<file path="config.mk">
export PLATFORM = sky130hd
export DESIGN_NAME = spi_pack_master
export DESIGN_NICKNAME = d
export VERILOG_FILES = /design/src/rtl/spim_pkg.sv /design/src/rtl/spim_byte_fifo.sv /design/src/rtl/spim_shift_engine.sv /design/src/rtl/spi_pack_master.sv
export SDC_FILE = /design/constraint.sdc
export NUM_CORES = 1
export LEC_CHECK = 0
export BUFFER_PORTS_ARGS = -buffer_cell sky130_fd_sc_hd__buf_2
export CAP_MARGIN = 10
export CORE_ASPECT_RATIO = 0.9
export CORE_MARGIN = 2
export CORE_UTILIZATION = 49
export DETAILED_ROUTE_END_ITERATION = 12
export GPL_ROUTABILITY_DRIVEN = 0
export GPL_TIMING_DRIVEN = 0
export PLACE_DENSITY = 0.71
export SLEW_MARGIN = 20
export SYNTH_ARGS = -nofsm -noshare
export SYNTH_HDL_FRONTEND = slang
export SYNTH_SLANG_ARGS = --single-unit
</file>
<file path="constraint.sdc">
create_clock -name clk -period 6.4 [get_ports clk]
set_clock_uncertainty 0.05 [all_clocks]
set_input_delay 0.96 -clock clk [delete_from_list [all_inputs] [get_ports clk]]
set_output_delay 0.96 -clock clk [all_outputs]
set_load 0.02 [all_outputs]
</file>
<file path="src/rtl/spim_pkg.sv">
package spim_pkg;
   typedef enum logic [1:0] {ST_IDLE, ST_LOW, ST_HIGH, ST_TAIL} eng_st_t;
   localparam logic [1:0] SLOT_CTRL1  = 2'd0;
   localparam logic [1:0] SLOT_CTRL2  = 2'd1;
   localparam logic [1:0] SLOT_STATUS = 2'd2;
   localparam logic [1:0] SLOT_DATA   = 2'd3;
endpackage

</file>
<file path="src/rtl/spim_byte_fifo.sv">
module spim_byte_fifo #(
   parameter int DEPTH = 4
) (
   input  logic                       clk,
   input  logic                       rst_n,
   input  logic [1:0]                 push_n,
   input  logic [15:0]                push_bytes,
   input  logic [1:0]                 pop_n,
   output logic [$clog2(DEPTH):0]     level,
   output logic [7:0]                 head0,
   output logic [7:0]                 head1
);
   localparam int AW = $clog2(DEPTH);
   localparam int LW = AW + 1;

   if (DEPTH < 2 || (DEPTH & (DEPTH - 1)) != 0) begin : g_bad_depth
      $error("spim_byte_fifo: DEPTH must be a power of two, at least 2");
   end

   logic [7:0]    mem [DEPTH];
   logic [AW-1:0] wp, rp;

   always_ff @(posedge clk) begin
      if (push_n != 2'd0) mem[wp] <= push_bytes[7:0];
      if (push_n == 2'd2) mem[wp + AW'(1)] <= push_bytes[15:8];
   end

   always_ff @(posedge clk or negedge rst_n) begin
      if (!rst_n) begin
         wp    <= '0;
         rp    <= '0;
         level <= '0;
      end else begin
         wp    <= wp + AW'(push_n);
         rp    <= rp + AW'(pop_n);
         level <= level + LW'(push_n) - LW'(pop_n);
      end
   end

   assign head0 = mem[rp];
   assign head1 = mem[rp + AW'(1)];

   p_no_overflow_r5: assert property (@(posedge clk) disable iff (!rst_n)
      LW'(push_n) <= LW'(DEPTH) - level);
   p_no_underflow_r8: assert property (@(posedge clk) disable iff (!rst_n)
      LW'(pop_n) <= level);
endmodule

</file>
<file path="src/rtl/spim_shift_engine.sv">
module spim_shift_engine import spim_pkg::*; #(
   parameter int DIV_BITS = 3
) (
   input  logic                clk,
   input  logic                rst_n,
   input  logic                start_ok,
   input  logic                wide,
   input  logic [DIV_BITS-1:0] div_exp,
   input  logic [15:0]         tx_word,
   input  logic                miso,
   output logic                take,
   output logic                rx_push,
   output logic [15:0]         rx_word,
   output logic                rx_wide,
   output logic                sclk,
   output logic                mosi,
   output logic                cs_n
);
   localparam int CNTW = (1 << DIV_BITS) - 1;

   eng_st_t         st_q;
   logic [CNTW-1:0] cnt_q;
   logic [CNTW:0]   lim_w;
   logic [15:0]     txsh_q, rxsh_q;
   logic [4:0]      bits_q;
   logic            wide_q, tick, last;

   always_comb begin
      lim_w = ((CNTW + 1)'(1) << div_exp) - (CNTW + 1)'(1);
      tick  = (cnt_q == lim_w[CNTW-1:0]);
      last  = (bits_q == 5'd1);
      take  = start_ok && (st_q == ST_IDLE || (st_q == ST_HIGH && tick && last));
      rx_push = (st_q == ST_HIGH) && tick && last;
   end

   assign rx_word = rxsh_q;
   assign rx_wide = wide_q;
   assign mosi    = txsh_q[15];

   always_ff @(posedge clk or negedge rst_n) begin
      if (!rst_n) begin
         st_q   <= ST_IDLE;
         cnt_q  <= '0;
         txsh_q <= '0;
         rxsh_q <= '0;
         bits_q <= '0;
         wide_q <= 1'b0;
         sclk   <= 1'b0;
         cs_n   <= 1'b1;
      end else begin
         cnt_q <= (st_q == ST_IDLE || tick) ? '0 : cnt_q + CNTW'(1);
         if (take) begin
            txsh_q <= tx_word;
            bits_q <= wide ? 5'd16 : 5'd8;
            wide_q <= wide;
            cs_n   <= 1'b0;
         end
         unique case (st_q)
            ST_IDLE: if (take) st_q <= ST_LOW;
            ST_LOW: if (tick) begin
               sclk   <= 1'b1;
               rxsh_q <= {rxsh_q[14:0], miso};
               st_q   <= ST_HIGH;
            end
            ST_HIGH: if (tick) begin
               sclk <= 1'b0;
               if (!last) begin
                  txsh_q <= {txsh_q[14:0], 1'b0};
                  bits_q <= bits_q - 5'd1;
                  st_q   <= ST_LOW;
               end else begin
                  st_q <= take ? ST_LOW : ST_TAIL;
               end
            end
            ST_TAIL: if (tick) begin
               cs_n <= 1'b1;
               st_q <= ST_IDLE;
            end
            default: st_q <= ST_IDLE;
         endcase
      end
   end

   p_mosi_hold_r9: assert property (@(posedge clk) disable iff (!rst_n)
      (st_q == ST_HIGH && !tick) |=> $stable(mosi));
   p_clock_inside_select_r10: assert property (@(posedge clk) disable iff (!rst_n)
      sclk |-> !cs_n);
   p_release_after_low_r10: assert property (@(posedge clk) disable iff (!rst_n)
      $rose(cs_n) |-> (!sclk && $past(!sclk)));
endmodule

</file>
<file path="src/rtl/spi_pack_master.sv">
module spi_pack_master import spim_pkg::*; #(
   parameter int FIFO_DEPTH = 4,
   parameter int DIV_BITS   = 3
) (
   input  logic        clk,
   input  logic        rst_n,
   input  logic        reg_sel,
   input  logic        reg_wr,
   input  logic [3:0]  reg_addr,
   input  logic [15:0] reg_wdata,
   input  logic [1:0]  reg_be,
   output logic [15:0] reg_rdata,
   output logic        spi_sclk,
   output logic        spi_mosi,
   input  logic        spi_miso,
   output logic        spi_cs_n
);
   localparam int LW = $clog2(FIFO_DEPTH) + 1;

   if (DIV_BITS < 1 || DIV_BITS > 4) begin : g_bad_div
      $error("spi_pack_master: DIV_BITS must lie in 1..4");
   end

   logic                en_q, wide_q, rxq_q;
   logic [DIV_BITS-1:0] div_q;
   logic [1:0]          slot, tx_req, tx_push_n, tx_pop_n, rx_push_n, rx_pop_n;
   logic [1:0]          frame_need, rx_need, rd_want;
   logic [LW-1:0]       tx_lvl, rx_lvl, tx_free, rx_free;
   logic [7:0]          tx_h0, tx_h1, rx_h0, rx_h1, b0, b1;
   logic [15:0]         tx_push_d, tx_word, rx_word, data_rd;
   logic                wr_acc, rd_acc, dat_wr, dat_rd, frame_ok;
   logic                eng_take, eng_rx_push, eng_rx_wide;

   assign slot   = reg_addr[3:2];
   assign wr_acc = reg_sel && reg_wr;
   assign rd_acc = reg_sel && !reg_wr;
   assign dat_wr = wr_acc && slot == SLOT_DATA && reg_be != 2'b00;
   assign dat_rd = rd_acc && slot == SLOT_DATA && reg_be != 2'b00;

   always_ff @(posedge clk or negedge rst_n) begin
      if (!rst_n) begin
         en_q   <= 1'b0;
         div_q  <= '0;
         wide_q <= 1'b0;
         rxq_q  <= 1'b0;
      end else if (wr_acc && reg_be[0]) begin
         if (slot == SLOT_CTRL1) begin
            en_q  <= reg_wdata[0];
            div_q <= reg_wdata[DIV_BITS:1];
         end else if (slot == SLOT_CTRL2) begin
            wide_q <= reg_wdata[0];
            rxq_q  <= reg_wdata[1];
         end
      end
   end

   always_comb begin
      tx_free    = LW'(FIFO_DEPTH) - tx_lvl;
      rx_free    = LW'(FIFO_DEPTH) - rx_lvl;
      frame_need = wide_q ? 2'd2 : 2'd1;
      tx_req     = wide_q ? 2'd2 : 2'(reg_be[0]) + 2'(reg_be[1]);
      tx_push_d  = (!wide_q && reg_be == 2'b10) ? {8'h00, reg_wdata[15:8]} : reg_wdata;
      tx_push_n  = (dat_wr && tx_free >= LW'(tx_req)) ? tx_req : 2'd0;
      frame_ok   = en_q && tx_lvl >= LW'(frame_need);
      tx_pop_n   = eng_take ? frame_need : 2'd0;
      tx_word    = wide_q ? {tx_h1, tx_h0} : {tx_h0, 8'h00};
      rx_need    = eng_rx_wide ? 2'd2 : 2'd1;
      rx_push_n  = (eng_rx_push && rx_free >= LW'(rx_need)) ? rx_need : 2'd0;
      rd_want    = (reg_be == 2'b11) ? 2'd2 : 2'd1;
      if (!dat_rd)                     rx_pop_n = 2'd0;
      else if (rx_lvl >= LW'(rd_want)) rx_pop_n = rd_want;
      else                             rx_pop_n = (rx_lvl != '0) ? 2'd1 : 2'd0;
      b0 = (rx_lvl != '0)       ? rx_h0 : 8'h00;
      b1 = (rx_lvl >= LW'(2))   ? rx_h1 : 8'h00;
      case (reg_be)
         2'b11:   data_rd = {b1, b0};
         2'b10:   data_rd = {b0, 8'h00};
         default: data_rd = {8'h00, b0};
      endcase
      reg_rdata = '0;
      case (slot)
         SLOT_CTRL1: begin
            reg_rdata[0]          = en_q;
            reg_rdata[DIV_BITS:1] = div_q;
         end
         SLOT_CTRL2: reg_rdata[1:0] = {rxq_q, wide_q};
         SLOT_STATUS: begin
            reg_rdata[0] = tx_free >= LW'(frame_need);
            reg_rdata[1] = rx_lvl >= (rxq_q ? LW'(1) : LW'(2));
            reg_rdata[2] = !spi_cs_n;
         end
         default: reg_rdata = data_rd;
      endcase
   end

   spim_byte_fifo #(.DEPTH(FIFO_DEPTH)) i_txq (
      .clk(clk), .rst_n(rst_n), .push_n(tx_push_n), .push_bytes(tx_push_d),
      .pop_n(tx_pop_n), .level(tx_lvl), .head0(tx_h0), .head1(tx_h1));

   spim_byte_fifo #(.DEPTH(FIFO_DEPTH)) i_rxq (
      .clk(clk), .rst_n(rst_n), .push_n(rx_push_n), .push_bytes(rx_word),
      .pop_n(rx_pop_n), .level(rx_lvl), .head0(rx_h0), .head1(rx_h1));

   spim_shift_engine #(.DIV_BITS(DIV_BITS)) i_eng (
      .clk(clk), .rst_n(rst_n), .start_ok(frame_ok), .wide(wide_q), .div_exp(div_q),
      .tx_word(tx_word), .miso(spi_miso), .take(eng_take), .rx_push(eng_rx_push),
      .rx_word(rx_word), .rx_wide(eng_rx_wide), .sclk(spi_sclk), .mosi(spi_mosi),
      .cs_n(spi_cs_n));

   p_drop_when_short_r5: assert property (@(posedge clk) disable iff (!rst_n)
      (dat_wr && tx_free < LW'(tx_req)) |=> tx_lvl <= $past(tx_lvl));
   p_quiet_when_disabled_r11: assert property (@(posedge clk) disable iff (!rst_n)
      (!en_q && spi_cs_n) |=> spi_cs_n);
endmodule

</file>
After elaboration in Yosys (flattened, before gate mapping)
Memory sizes are Yosys's and may differ from the RTL's.
Cells that the tools add are included.
{"block": "totals", "reg_bits": 69, "mem_bits_rw": 64, "in_bits": 27, "out_inout_bits": 19, "wordCells": 147, "mem_count": 2}
{"name": "i_rxq.mem", "depth": 4, "word_bits": 8, "rd": 2, "rd_ports_with_merged_regs": 0, "wr": 2, "line": "spim_byte_fifo.sv:20", "source": "logic [7:0] mem [DEPTH];"}
{"name": "i_txq.mem", "depth": 4, "word_bits": 8, "rd": 2, "rd_ports_with_merged_regs": 0, "wr": 2, "line": "spim_byte_fifo.sv:20"}
{"block": "op_classes", "n_addsub": 18, "order_cmp": 7, "eq_ne": 16, "n_shift": 1, "n_mux": 51, "bitwise": 1, "reduce_logical": 33}
{"op": "two-way mux 16 bit", "n": 6}
{"op": "two-way mux 2 bit", "n": 16}
{"op": "case mux 16 bit (2 select lines)", "n": 1}
{"op": "two-way mux 5 bit", "n": 5}
{"op": ">= comparator 3 x 2 -> 1 bit", "n": 6}
{"op": "equality test 2 bit, second input constant", "n": 8}
{"op": "two-way mux 8 bit", "n": 2}
{"op": "logical AND 1 bit", "n": 14}
{"op": "two-way mux 1 bit", "n": 14}
{"op": "two-way mux 12 bit", "n": 1}
{"op": "adder 2 x 1 -> 2 bit, second input constant", "n": 4}
{"op": "adder 2 bit", "n": 4}
{"op": "case mux 2 bit (4 select lines)", "n": 1}
{"op": "nonzero test 2 bit", "n": 4}
{"op": "adder 7 x 1 -> 7 bit, second input constant", "n": 1}
{"op": "equality test 7 bit", "n": 1}
{"op": "two-way mux 7 bit", "n": 1}
{"op": "left shift 1 x 3 -> 7 bit, first input constant", "n": 1}
{"op": "subtractor 7 x 2 -> 7 bit, second input constant", "n": 1}
{"op": "adder 3 x 2 -> 3 bit", "n": 2}
{"op": "inequality test 2 x 1 -> 1 bit, second input constant", "n": 3}
{"op": "case mux 2 bit (3 select lines)", "n": 1}
{"op": "AND reduction 3 bit", "n": 2}
{"op": "subtractor 3 x 2 -> 3 bit", "n": 2}
{"op": "other kinds (18)", "n": 26}

Longest topological paths before layout
Gate-level depths: netlist of run 1.
{"block": "logic_depth", "ltp_word": 11, "mapped_depth": 16, "depth_no_buf": 15}

By module
Synthesis of run 1 repeated with hierarchy kept, for this count alone.
{"block": "unflattened", "hier_cells": 620, "area_unflattened_um2": 8055.2}
{"mod": "spim_shift_engine", "instances": 1, "cells_per_inst": 223, "area_each_um2": 2477.4, "seq_area_each_um2": 1227.4}
{"mod": "spim_byte_fifo (i_rxq)", "instances": 1, "cells_per_inst": 124, "area_each_um2": 2165.8, "seq_area_each_um2": 1136.1}
{"mod": "spim_byte_fifo (i_txq)", "instances": 1, "cells_per_inst": 124, "area_each_um2": 2160.8, "seq_area_each_um2": 1136.1}
{"mod": "spi_pack_master", "instances": 1, "cells_per_inst": 149, "area_each_um2": 1251.2, "seq_area_each_um2": 150.1}

Worst setup path before layout of run 1
Ideal clock, no wire load.
{"block": "synth_path", "kind": "input -> register", "start": "input reg_be[0]", "end": "register i_txq.level[2]", "setup_ns": 0.123, "t_arrival_ns": 3.672, "path_slack_ns": 2.555, "path_stages": 13, "path_buffers": 0, "cell_sequence": "inv_1 ha_1 nand2_1 inv_1 ha_1 nand2b_1 a211oi_1 nor3_2 inv_1 fa_1 fa_1 xor2_1 xnor2_1"}
{"block": "synth_via", "elab_chain_len": 7, "elab_cells_between_ends": 9, "classes_between": "add/sub (3); order compare (1); mux (2); reduce/logical (3)"}
{"element": "start, declared", "line": "spi_pack_master.sv:11", "source": "input logic [1:0] reg_be,"}
{"element": "adder 1 x 1 -> 2 bit", "line": "spi_pack_master.sv:61", "source": "tx_req = wide_q ? 2'd2 : 2'(reg_be[0]) + 2'(reg_be[1]);"}
{"element": "two-way mux 2 bit", "line": "spi_pack_master.sv:61"}
{"element": ">= comparator 3 x 2 -> 1 bit", "line": "spi_pack_master.sv:63", "source": "tx_push_n = (dat_wr && tx_free >= LW'(tx_req)) ? tx_req : 2'd0;"}
{"element": "logical AND 1 bit", "line": "spi_pack_master.sv:63"}
{"element": "two-way mux 2 bit *", "line": "spi_pack_master.sv:63"}
{"element": "adder 3 x 2 -> 3 bit *", "line": "spim_byte_fifo.sv:36", "source": "level <= level + LW'(push_n) - LW'(pop_n);"}
{"element": "subtractor 3 x 2 -> 3 bit *", "line": "spim_byte_fifo.sv:36"}
{"element": "end signal, assigned", "line": "spim_byte_fifo.sv:36"}
{"element": "end, declared", "line": "spim_byte_fifo.sv:9", "source": "output logic [$clog2(DEPTH):0] level,"}
Every way passes the cells marked *; elsewhere a longest branch is shown, timed or not.
A chain may end at the register's enable or synchronous reset.

Final worst setup path of run 1
{"block": "layout_path", "start": "register i_rxq.rp[1]", "end": "output reg_rdata[15]"}
{"block": "layout_via", "elab_chain_len": 5, "elab_cells_between_ends": 6, "classes_between": "add/sub (1); mux (4); memory (1)"}
{"element": "start, declared", "line": "spim_byte_fifo.sv:21", "source": "logic [AW-1:0] wp, rp;"}
{"element": "start signal, assigned", "line": "spim_byte_fifo.sv:35", "source": "rp <= rp + AW'(pop_n);"}
{"element": "adder 2 x 1 -> 2 bit", "line": "spim_byte_fifo.sv:41", "source": "assign head1 = mem[rp + AW'(1)];"}
{"element": "memory (4 x 8 bit) *"}
{"element": "two-way mux 8 bit", "line": "spi_pack_master.sv:74", "source": "b1 = (rx_lvl >= LW'(2)) ? rx_h1 : 8'h00;"}
{"element": "case mux 16 bit (2 select lines) *", "line": "spi_pack_master.sv:75", "source": "case (reg_be)"}
{"element": "two-way mux 12 bit *", "line": "spi_pack_master.sv:81", "source": "case (slot)"}
{"element": "end, declared", "line": "spi_pack_master.sv:12", "source": "output logic [15:0] reg_rdata,"}
Marked as above.

==> impl_metrics.csv, run 1 <==
group,metric,value,unit
timing,final.setup.tns,0,ns
global_route,grt_pass1_vias,6422,
floorplan,chipHeight,126.1,um
critical_path,crit_start,"i_rxq.rp[1]",
cts,clk_latency,0.42,ns
pwr,p_sw_share,37.18,%
placed_design,dp.cells,982,
final_layout,drive_above_1_share,23.17,%
critical_path,regToRegSetupSlack,2.59,ns
route,firstDrtPassIters,6,
placed_design,portBuffers,41,
floorplan,rows,44,
logic_synthesis,ys_types,82,
min_path,hp-class,"in -> async",
timing,fin_ws,2.512,ns
logic_synthesis,netlist_instances,733,
critical_path,reg2reg_depth,13,
floorplan,start_util,50.15,%
logic_synthesis,synth_ff_type,"dfrtp_1",
final_layout,finish.instance_area,0.009256,sq mm
floorplan,ios,46,
global_route,grt_start_max_net_pins,51,
cts,cts_setup_buffers,0,
critical_path,critical_path_class,"reg -> out",
cts,cts_buffers,17,
final_layout,instances_no_fill,1014,
logic_synthesis,seq_area_frac_synth,44.96,%
job,maxCapViolCount,0,
timing,timing.max_slew.rel_slack,31.08,%
logic_synthesis,async_flop_share,51.88,%
logic_synthesis,synth_area_leaders,"edfxtp_1 24%, dfrtp_1 21%, mux2_2 8.0%",
timing,tightest_slew,1.034,ns
critical_path,critPathCapture,"reg_rdata[15]",
placed_design,dpl_cell_area,0.008612,sq mm
final_layout,nets,852,
timing,drv_slew,0,
critical_path,critPathLaunchType,"flip-flop",
logic_synthesis,synth_area,0.008118,sq mm
logic_synthesis,synth_top_area_share,23.67,%
critical_path,worst_setup_path_end_kind,"primary output",
logic_synthesis,ys_seq_elements,133,
timing,holdWs,0.3671,ns
cts,cts_resized,0,
route,totalWireLength,20130,um
cts,htreeDepth,4,
pwr,netSwitchingPower,0.001421,W
final_layout,area_delta_synth_final,14.03,%
route,drt_iter0_drc,537,
status,status,"finished, final reports clean",
critical_path,crit_arrival,2.88,ns
logic_synthesis,synth_edf_count,64,
pwr,p_leak,3.862,nW
timing,post-route-min-period,3.888,ns
critical_path,cp_max_fo,10,
critical_path,timing.rr.end,"i_txq.level[2]",
cts,tritoncts,"built",
final_layout,n_antenna_cell,0,
logic_synthesis,syn_avg_cell_area,11.07,sq um
floorplan,fp.dieArea,0.01761,sq mm
cts,hold_buffers,0,
pwr,seq_power_share,31.6,%
pwr,combPwrFrac,40.4,%
cts,cts_root_buf,"clkbuf_16",
pwr,clkPwrFrac,28.0,%
timing,min_period_over_period,60.75,%
timing,rsz0062_at_grt,"no",
placed_design,place_ws,2.136,ns
timing,hold_viol_final,0,
global_route,antenna_found_initial,0,
pwr,pwr_density_cell,413.0,mW/mm^2
critical_path,r2r-start,"wide_q",
critical_path,required,5.39,ns
route,route.detailed.drc,0,
route,route.vias.total,6289,
final_layout,n_fill_cell,1378,
pwr,ir_worst_vdd,0.0002300,V
cts,cts_sinks,133,
floorplan,core_area,0.01619,sq mm
cts,path_clk_slew,0.06,ns
route,vias_per_cell,6.202,
cts,clockBufferDepth,2,
timing,setup_violations,0,
floorplan,die_x,139.7,um
timing,fmax,257.2,MHz
logic_synthesis,syn-num-nets,791,
pwr,p_int,0.002401,W
placed_design,dp_hpwl,14300,um
route,routedWlPerCell,19.86,um
route,antenna_left,0,
global_route,grt_overflow_total,0,
logic_synthesis,yosysTopAreaCell,"edfxtp_1",
logic_synthesis,ys_warn_count,0,
global_route,grt.total_usage,23.64,%
global_route,grt_pass1_wl,32780,um
-- worst min path at each step --
stage                    start                to  cells past startpoint
2_1_floorplan  i_eng.txsh_q[9]  i_eng.txsh_q[10]                      2
3_3_place_gp   i_eng.txsh_q[8]   i_eng.txsh_q[9]                      2
3_5_place_dp   i_eng.txsh_q[1]   i_eng.txsh_q[2]                      2
4_1_cts                  rst_n  i_eng.txsh_q[10]                      1
5_1_grt                  rst_n  i_eng.txsh_q[10]                      1
6_report                 rst_n  i_eng.txsh_q[10]                      1
-- kinds of logic (layout without fill, tap and decap cells) --
kind of cell | Yosys count | in the layout | synth area share, %
mux | 88 | 88 | 12.79
simple gates | 202 | 202 | 13.81
buf+inv | 75 | 149 | 4.454
compound gates | 182 | 182 | 15.81
fa+ha+maj | 31 | 31 | 5.148
xor+xnor | 22 | 22 | 3.021
flops | 133 | 133 | 44.96
-- synth_stat cells (all sizes together) (7+ instances only) --
cell type,instances
a21oi,49
xor2,7
nor3b,7
xnor2,15
ha,27
mux2,66
o21ai,26
clkbuf,25
edfxtp,64
a22o,33
nor2b,14
buf,16
nand2,47
nor3,14
o211ai,15
dfrtp,68
a211oi,20
mux2i,16
nor2,49
o22ai,8
inv,32
nand3,30
-- layout by cell type (no fill, tap or decap), types with 9 or more instances in the layout --
cell type  Yosys  layout
mux2_2        58      58
a22o_1        33      33
inv_1         31      31
edfxtp_1      64      64
mux2i_1       16      16
a211oi_1      20      20
xnor2_1       13      13
nor3_1        12      12
nor2_1        48      48
nand3_1       29      29
dfrtp_1       68      68
o21ai_0       23      23
buf_2          4      44
nand2_1       46      46
o211ai_1       9       9
a21oi_1       49      49
clkbuf_16      0      17
nor2b_1       13      13
clkbuf_1      24      26
ha_1          27      27
-- metrics by stage --
| step | util (%) | power (W) |
|---|---|---|
| final | 57.19 | 0.003823 |
| after global routing | 57.19 | 0.004038 |
| after CTS | 57.16 | 0.003804 |
| after detailed placement | 53.21 | 0.002724 |
| after global placement | 53.02 | 0.002628 |
| after floorplan | - | 0.002339 |
-- power by group through the flow --
stage	sequential, W	combinational, W	clock, W
final	0.00121	0.00155	0.00107
after global routing	0.00123	0.00170	0.00111
after CTS	0.00121	0.00153	0.00107
after detailed placement	0.00122	0.00150	0
after global placement	0.00121	0.00142	0
after floorplan	0.00118	0.00115	0
-- worst max-delay path, stage by stage (launching register included) --
cell and delay [ns]:
dfrtp_1 0.32, clkbuf_1 0.42, buf_1 0.60, mux2i_1 0.24
a211oi_1 0.38, a21oi_1 0.11, nor2_1 0.17, buf_2 0.20
-- registers in the layout, indices dropped and copies added, names as in the netlist, 2 cells and up --
signal,count
div_q,3
i_eng.bits_q,5
i_eng.cnt_q,7
i_eng.rx_word,16
i_eng.st_q,2
i_eng.txsh_q,16
i_rxq.level,3
i_rxq.mem,32
i_rxq.rp,2
i_rxq.wp,2
i_txq.level,3
i_txq.mem,32
i_txq.rp,2
i_txq.wp,2
-- layer usage --
layer	GRT usage [%]	vias up	share of wire, %
met5	0	-	0
met1	29.50	3147	42
met4	9.882	0	2.6
met2	40.02	229	50
li1	-	2861	-
met3	5.171	52	5.5
-- layout make-up --
| class | count | area, sq um | share of cell area, % |
|---|---|---|---|
| clock inverter | 13 | 206.4 | 2.230 |
| timing repair buffer | 42 | 235.2 | 2.541 |
| buffer | 41 | 234.0 | 2.528 |
| sequential | 133 | 3650 | 39.43 |
| multi-input combinational | 525 | 4111 | 44.42 |
| tap | 207 | 259.0 | 2.798 |
| inverter | 34 | 127.6 | 1.379 |
| clock buffer | 19 | 432.9 | 4.677 |
Power figures use the tool's default switching activity.
==> inputs of run 2 (changes only) <==
--- a/config.mk
+++ b/config.mk
@@ -13,7 +13,7 @@
 export DETAILED_ROUTE_END_ITERATION = 12
 export GPL_ROUTABILITY_DRIVEN = 0
 export GPL_TIMING_DRIVEN = 0
-export PLACE_DENSITY = 0.71
+export PLACE_DENSITY = 0.74
 export SLEW_MARGIN = 20
 export SYNTH_ARGS = -nofsm -noshare
 export SYNTH_HDL_FRONTEND = slang
==> constraint.sdc (replaced) <==
create_clock -name clk -period 3.3 [get_ports clk]
set_clock_uncertainty 0.05 [all_clocks]
set_input_delay 0.495 -clock clk [delete_from_list [all_inputs] [get_ports clk]]
set_output_delay 0.495 -clock clk [all_outputs]
set_load 0.02 [all_outputs]
==> run 2 against run 1 <==
  * Sequential power increased by 96%
  * Utilization is 0.90 points higher
  * Via count is 2.4% lower
  * Largest cell class unchanged
  * First-iteration DRC count is 5.4% higher
  * Global-route usage decreased by 1.0 points
  * Clock power up 80%
  * Hold slack worse by 0.11 ns
  * Sequential cell count did not move
  * Design area is 1.6% higher
  * Die area unchanged
==> impl_metrics.csv, run 2 (synthesized netlist as in run 1, its figures left out) <==
group,metric,value,unit
cts,cts_buffers,17,
final_layout,largestRegisters,"i_rxq.mem (32), i_txq.mem (32)",
final_layout,instances_no_fill,1021,
placed_design,portBuffers,41,
route,totalWireLength,19440,um
route,route.detailed.drc,0,
critical_path,required,3.55,ns
pwr,pwr_density_cell,784.0,mW/mm^2
critical_path,cp_max_fo,10,
timing,rsz0062_at_grt,"yes",
floorplan,chipHeight,126.1,um
cts,path_clk_slew,0.06,ns
floorplan,core_area,0.01619,sq mm
floorplan,die_x,139.7,um
route,antenna_left,0,
critical_path,worst_setup_path_end_kind,"flip-flop",
route,vias_per_cell,6.010,
timing,timing.max_slew.rel_slack,31.47,%
timing,tightest_slew,1.028,ns
timing,drv_slew,0,
timing,post-route-min-period,3.258,ns
critical_path,critical_path_class,"reg -> reg",
status,status,"finished, final reports clean",
placed_design,place_ws,-0.4677,ns
floorplan,start_util,50.15,%
pwr,ir_worst_vdd,0.0004618,V
cts,clk_latency,0.42,ns
floorplan,ios,46,
timing,fin_ws,0.04228,ns
route,route.vias.total,6136,
cts,htreeDepth,4,
critical_path,worstPathCellList,"inv_2 > ha_4 > or4b_4 > nor2b_4 > a41o_4 > buf_8 > nand3_4 > inv_2 > fa_1 > fa_1 > xor2_2 > xnor2_1",
final_layout,area_delta_synth_final,15.83,%
cts,clockBufferDepth,2,
timing,min_period_over_period,98.72,%
final_layout,drive_above_1_share,26.90,%
route,drt_iter0_drc,566,
global_route,grt.total_usage,22.59,%
route,firstDrtPassIters,6,
critical_path,cpMaxStageDelayCell,"or4b_4",
route,routedWlPerCell,19.04,um
critical_path,critPathLaunchType,"flip-flop",
timing,final.setup.tns,0,ns
pwr,p_total,0.007372,W
pwr,p_leak,3.935,nW
critical_path,crit_arrival,3.51,ns
global_route,grt_pass1_vias,5880,
timing,setup_violations,0,
cts,cts_sinks,133,
timing,holdWs,0.2534,ns
global_route,grt_pass1_wl,31220,um
timing,hold_viol_final,0,
floorplan,fp.dieArea,0.01761,sq mm
timing,fmax,307.0,MHz
final_layout,nets,859,
placed_design,dp_hpwl,13470,um
critical_path,max_stage_delay,0.48,ns
final_layout,final_common_cell,"dfrtp_1",
final_layout,n_fill_cell,1346,
job,maxCapViolCount,0,
final_layout,layout_common_cells,"67 x dfrtp_1, 64 x edfxtp_1, 58 x mux2_2",
global_route,grt_overflow_total,0,
placed_design,dp.cells,982,
global_route,antenna_found_initial,0,
min_path,hp-class,"in -> reg",
cts,tritoncts,"built",
final_layout,n_antenna_cell,0,
global_route,grt_start_max_net_pins,41,
floorplan,rows,44,
cts,cts_root_buf,"clkbuf_16",
==> run 2: path summary, 6_finish.rpt <==
path / from / to / slack [ns] / depth (start not counted)
worst max-delay path: i_eng.bits_q[1] / i_txq.level[2] / 0.04 / 12
worst min-delay path: spi_miso / i_eng.rx_word[0] / 0.25 / 2
worst max register to register: i_eng.bits_q[1] / i_txq.level[2] / 0.04 / 12
worst min register to register: i_eng.txsh_q[10] / i_eng.txsh_q[11] / 0.43 / 2
max in group asynchronous: rst_n / wide_q / 2.13 / 3
min in group asynchronous: rst_n / i_eng.txsh_q[11] / 0.49 / 2
==> run 2: metal layers <==
| layer | GRT usage, % | vias up | share of wire (%) |
|---|---|---|---|
| met5 | 0 | - | 0 |
| met3 | 5.551 | 31 | 6.6 |
| met1 | 29.58 | 3004 | 43 |
| met4 | 7.176 | 0 | 2.3 |
| met2 | 37.31 | 232 | 49 |
| li1 | - | 2869 | - |
==> run 2: worst max-delay path: cells and delay by family (launching register included) <==
kind / cells / cell delay, ns
flops: 1 / 0.42
buf+inv: 3 / 0.34
simple gates: 3 / 0.76
compound gates: 1 / 0.25
fa+ha+maj: 3 / 1.04
xor+xnor: 2 / 0.29
==> run 2: area by class of cell <==
cell class | instances | area, sq um | share of cell area (%)
Clock inverter | 11 | 130.1 | 1.384
Inverter | 34 | 132.6 | 1.411
Tap cell | 207 | 259.0 | 2.754
Sequential cell | 133 | 3651 | 38.83
Multi-Input combinational cell | 525 | 4219 | 44.87
Timing Repair Buffer | 50 | 290.3 | 3.087
Buffer | 40 | 250.2 | 2.661
Clock buffer | 21 | 470.5 | 5.003
==> run 2: metrics by stage <==
| stage | utilization (%) | area, sq um |
|---|---|---|
| finish | 58.09 | 9403 |
| global route | 58.09 | 9403 |
| CTS | 57.48 | 9303 |
| detailed placement | 53.23 | 8616 |
| global placement | 53.09 | 8593 |
| floorplan | - | 8129 |
==> run 2: timing repair <==
action / 4_1_cts / 5_1_grt
pin swaps: 1 / 8
gates resized for setup: 17 / 18
buffers inserted: 3 / 4
hold buffers: 1 / 0
cloned: 0 / 0
endpoints found under the hold margin: 28 / 0
endpoints found under the setup margin: 9 / 25
==> run 2: power breakdown <==
part	leakage, nW	internal (W)	switching [W]
sequential	1.47	0.00208	0.000289
combinational	2.17	0.00133	0.00175
clock	0.297	0.00123	0.000694
total	3.93	0.00464	0.00273
==> inputs of run 3 (changes only) <==
--- a/config.mk
+++ b/config.mk
@@ -8,12 +8,13 @@
 export BUFFER_PORTS_ARGS = -buffer_cell sky130_fd_sc_hd__buf_2
 export CAP_MARGIN = 10
 export CORE_ASPECT_RATIO = 0.9
-export CORE_MARGIN = 2
-export CORE_UTILIZATION = 49
+export CORE_MARGIN = 5
+export CORE_UTILIZATION = 31
 export DETAILED_ROUTE_END_ITERATION = 12
 export GPL_ROUTABILITY_DRIVEN = 0
 export GPL_TIMING_DRIVEN = 0
-export PLACE_DENSITY = 0.74
+export MAX_ROUTING_LAYER = met4
+export PLACE_DENSITY = 0.53
 export SLEW_MARGIN = 20
 export SYNTH_ARGS = -nofsm -noshare
 export SYNTH_HDL_FRONTEND = slang
==> run 3 against run 2 <==
  * Die area is 68% higher
  * Worst setup slack better by 0.10 ns
  * Clock power hardly changed
  * Critical path type unchanged
==> impl_metrics.csv, run 3 (synthesized netlist as in run 1, its figures left out) <==
group,metric,value,unit
min_path,worstHoldStart,"spi_miso",
route,routedWlPerCell,17.35,um
timing,hold_viol_final,0,
floorplan,rows,56,
route,drt_iter0_drc,438,
route,firstDrtPassIters,5,
cts,cts_sinks,133,
route,route.detailed.drc,0,
final_layout,instances_no_fill,1161,
final_layout,drive_above_1_share,26.81,%
final_layout,n_fill_cell,2600,
critical_path,crit_start,"div_q[1]",
critical_path,r2r-start,"div_q[1]",
route,vias_per_cell,5.134,
status,status,"finished, final reports clean",
critical_path,required,3.55,ns
critical_path,worst_setup_path_end_kind,"flip-flop",
cts,path_clk_slew,0.06,ns
timing,setup_violations,0,
critical_path,critPathLaunchType,"flip-flop",
floorplan,start_util,31.31,%
critical_path,critical_path_class,"reg -> reg",
floorplan,core_area,0.02592,sq mm
timing,post-route-min-period,3.157,ns
pwr,p_leak,3.925,nW
timing,timing.max_slew.rel_slack,36.03,%
cts,cts_root_buf,"clkbuf_16",
critical_path,crit_arrival,3.41,ns
critical_path,crit_family,"adder cells",
job,maxCapViolCount,0,
global_route,antenna_found_initial,0,
final_layout,area_delta_synth_final,17.49,%
global_route,grt_pass1_wl,32870,um
global_route,grt.total_usage,14.34,%
global_route,grt_overflow_total,0,
placed_design,portBuffers,41,
route,totalWireLength,20140,um
cts,clk_latency,0.43,ns
final_layout,final_common_cell,"dfrtp_1",
floorplan,chipHeight,163.5,um
timing,tightest_slew,0.9596,ns
cts,clockBufferDepth,2,
route,route.vias.total,5960,
critical_path,cp_num_buf_inv,3,
critical_path,cpMaxStageDelayCell,"fa_1",
floorplan,die_x,180.6,um
final_layout,n_antenna_cell,0,
pwr,pwr_density_cell,762.2,mW/mm^2
cts,htreeDepth,4,
timing,fmax,316.8,MHz
timing,min_period_over_period,95.66,%
pwr,p_total,0.007270,W
final_layout,largestRegisters,"i_rxq.mem (32), i_txq.mem (32)",
placed_design,dpl_cell_area,0.008800,sq mm
global_route,grt_pass1_vias,6060,
critical_path,max_stage_delay,0.47,ns
placed_design,dp.cells,1123,
critical_path,cp_max_fo,10,
route,antenna_left,0,
final_layout,finish.instance_area,0.009538,sq mm
timing,drv_slew,0,
final_layout,layout_common_cells,"68 x dfrtp_1, 64 x edfxtp_1, 58 x mux2_2",
critical_path,worstPathCellList,"buf_2 > o21ai_0 > a21oi_1 > or3_4 > a41o_4 > buf_8 > nand3_2 > inv_2 > fa_1 > fa_2 > xor2_1 > xnor2_1",
global_route,grt_start_max_net_pins,50,
pwr,ir_worst_vdd,0.0003781,V
min_path,hp-class,"in -> reg",
placed_design,dp_hpwl,14750,um
floorplan,fp.dieArea,0.02953,sq mm
floorplan,ios,46,
final_layout,nets,858,
cts,cts_buffers,17,
cts,tritoncts,"built",
-- run 3: cell types whose count changed in the layout (fill, tap and decap cells not counted), sizes merged --
cell      before  now
inv           32   46
clkinvlp       1    0
clkinv         9    2
bufinv         3    0
clkbuf        46   42
-- run 3: per-layer routing --
metal / global-route usage (%) / part of all wire [%] / vias to the layer above
met5: - / 0 / -
met4: 3.608 / 1.2 / 0
met3: 2.605 / 3.6 / 15
met2: 23.45 / 48 / 123
met1: 18.59 / 47 / 2946
li1: - / - / 2876
-- run 3: area by class of cell --
type	count	area, sq um	area share [%]
flip-flops and latches	133	3650	38.27
well taps	348	435.4	4.565
inverters	34	130.1	1.364
multi-input cells	525	4188	43.91
plain buffers	40	249.0	2.611
clock buffers	18	450.4	4.723
repair buffers	49	290.3	3.043
clock inverters	14	145.1	1.522
-- run 3: timing repair --
| action | 4_1_cts | 5_1_grt |
|---|---|---|
| hold buffers | 1 | 0 |
| gates resized for setup | 11 | 18 |
| pin swaps | 0 | 3 |
| setup buffers | 0 | 6 |
| endpoints found under the hold margin | 19 | 0 |
| endpoints found under the setup margin | 6 | 23 |
-- run 3: power by group --
part | internal (W) | total, W | switching, W | leakage, nW
Combinational | 0.00130 | 0.00299 | 0.00169 | 2.16
Sequential | 0.00207 | 0.00235 | 0.000281 | 1.47
Clock | 0.00106 | 0.00192 | 0.000860 | 0.299
Total | 0.00444 | 0.00727 | 0.00283 | 3.93
-- run 3: through the flow --
step            TNS [ns]  util (%)  hold slack, ns  setup slack (ns)
6_report               0     36.79          0.2556            0.1433
5_1_grt        -0.001155     36.79          0.2477         -0.001155
4_1_cts        -0.004746     36.39          0.2358         -0.004746
3_5_place_dp      -2.476     33.94          0.3678           -0.4000
3_3_place_gp      -1.896     33.83          0.4134           -0.4223
2_1_floorplan          0         -          0.1494           0.02430
-- run 3: worst paths after layout --
| kind | end | slack, ns | cells after the start |
|---|---|---|---|
| worst max register to register | i_txq.level[2] | 0.14 | 12 |
| max in group asynchronous | i_eng.rx_word[9] | 2.17 | 3 |
| worst max-delay path | i_txq.level[2] | 0.14 | 12 |
| min in group asynchronous | i_eng.txsh_q[12] | 0.46 | 2 |
| worst min register to register | i_eng.txsh_q[11] | 0.43 | 2 |
| worst min-delay path | i_eng.rx_word[0] | 0.26 | 2 |
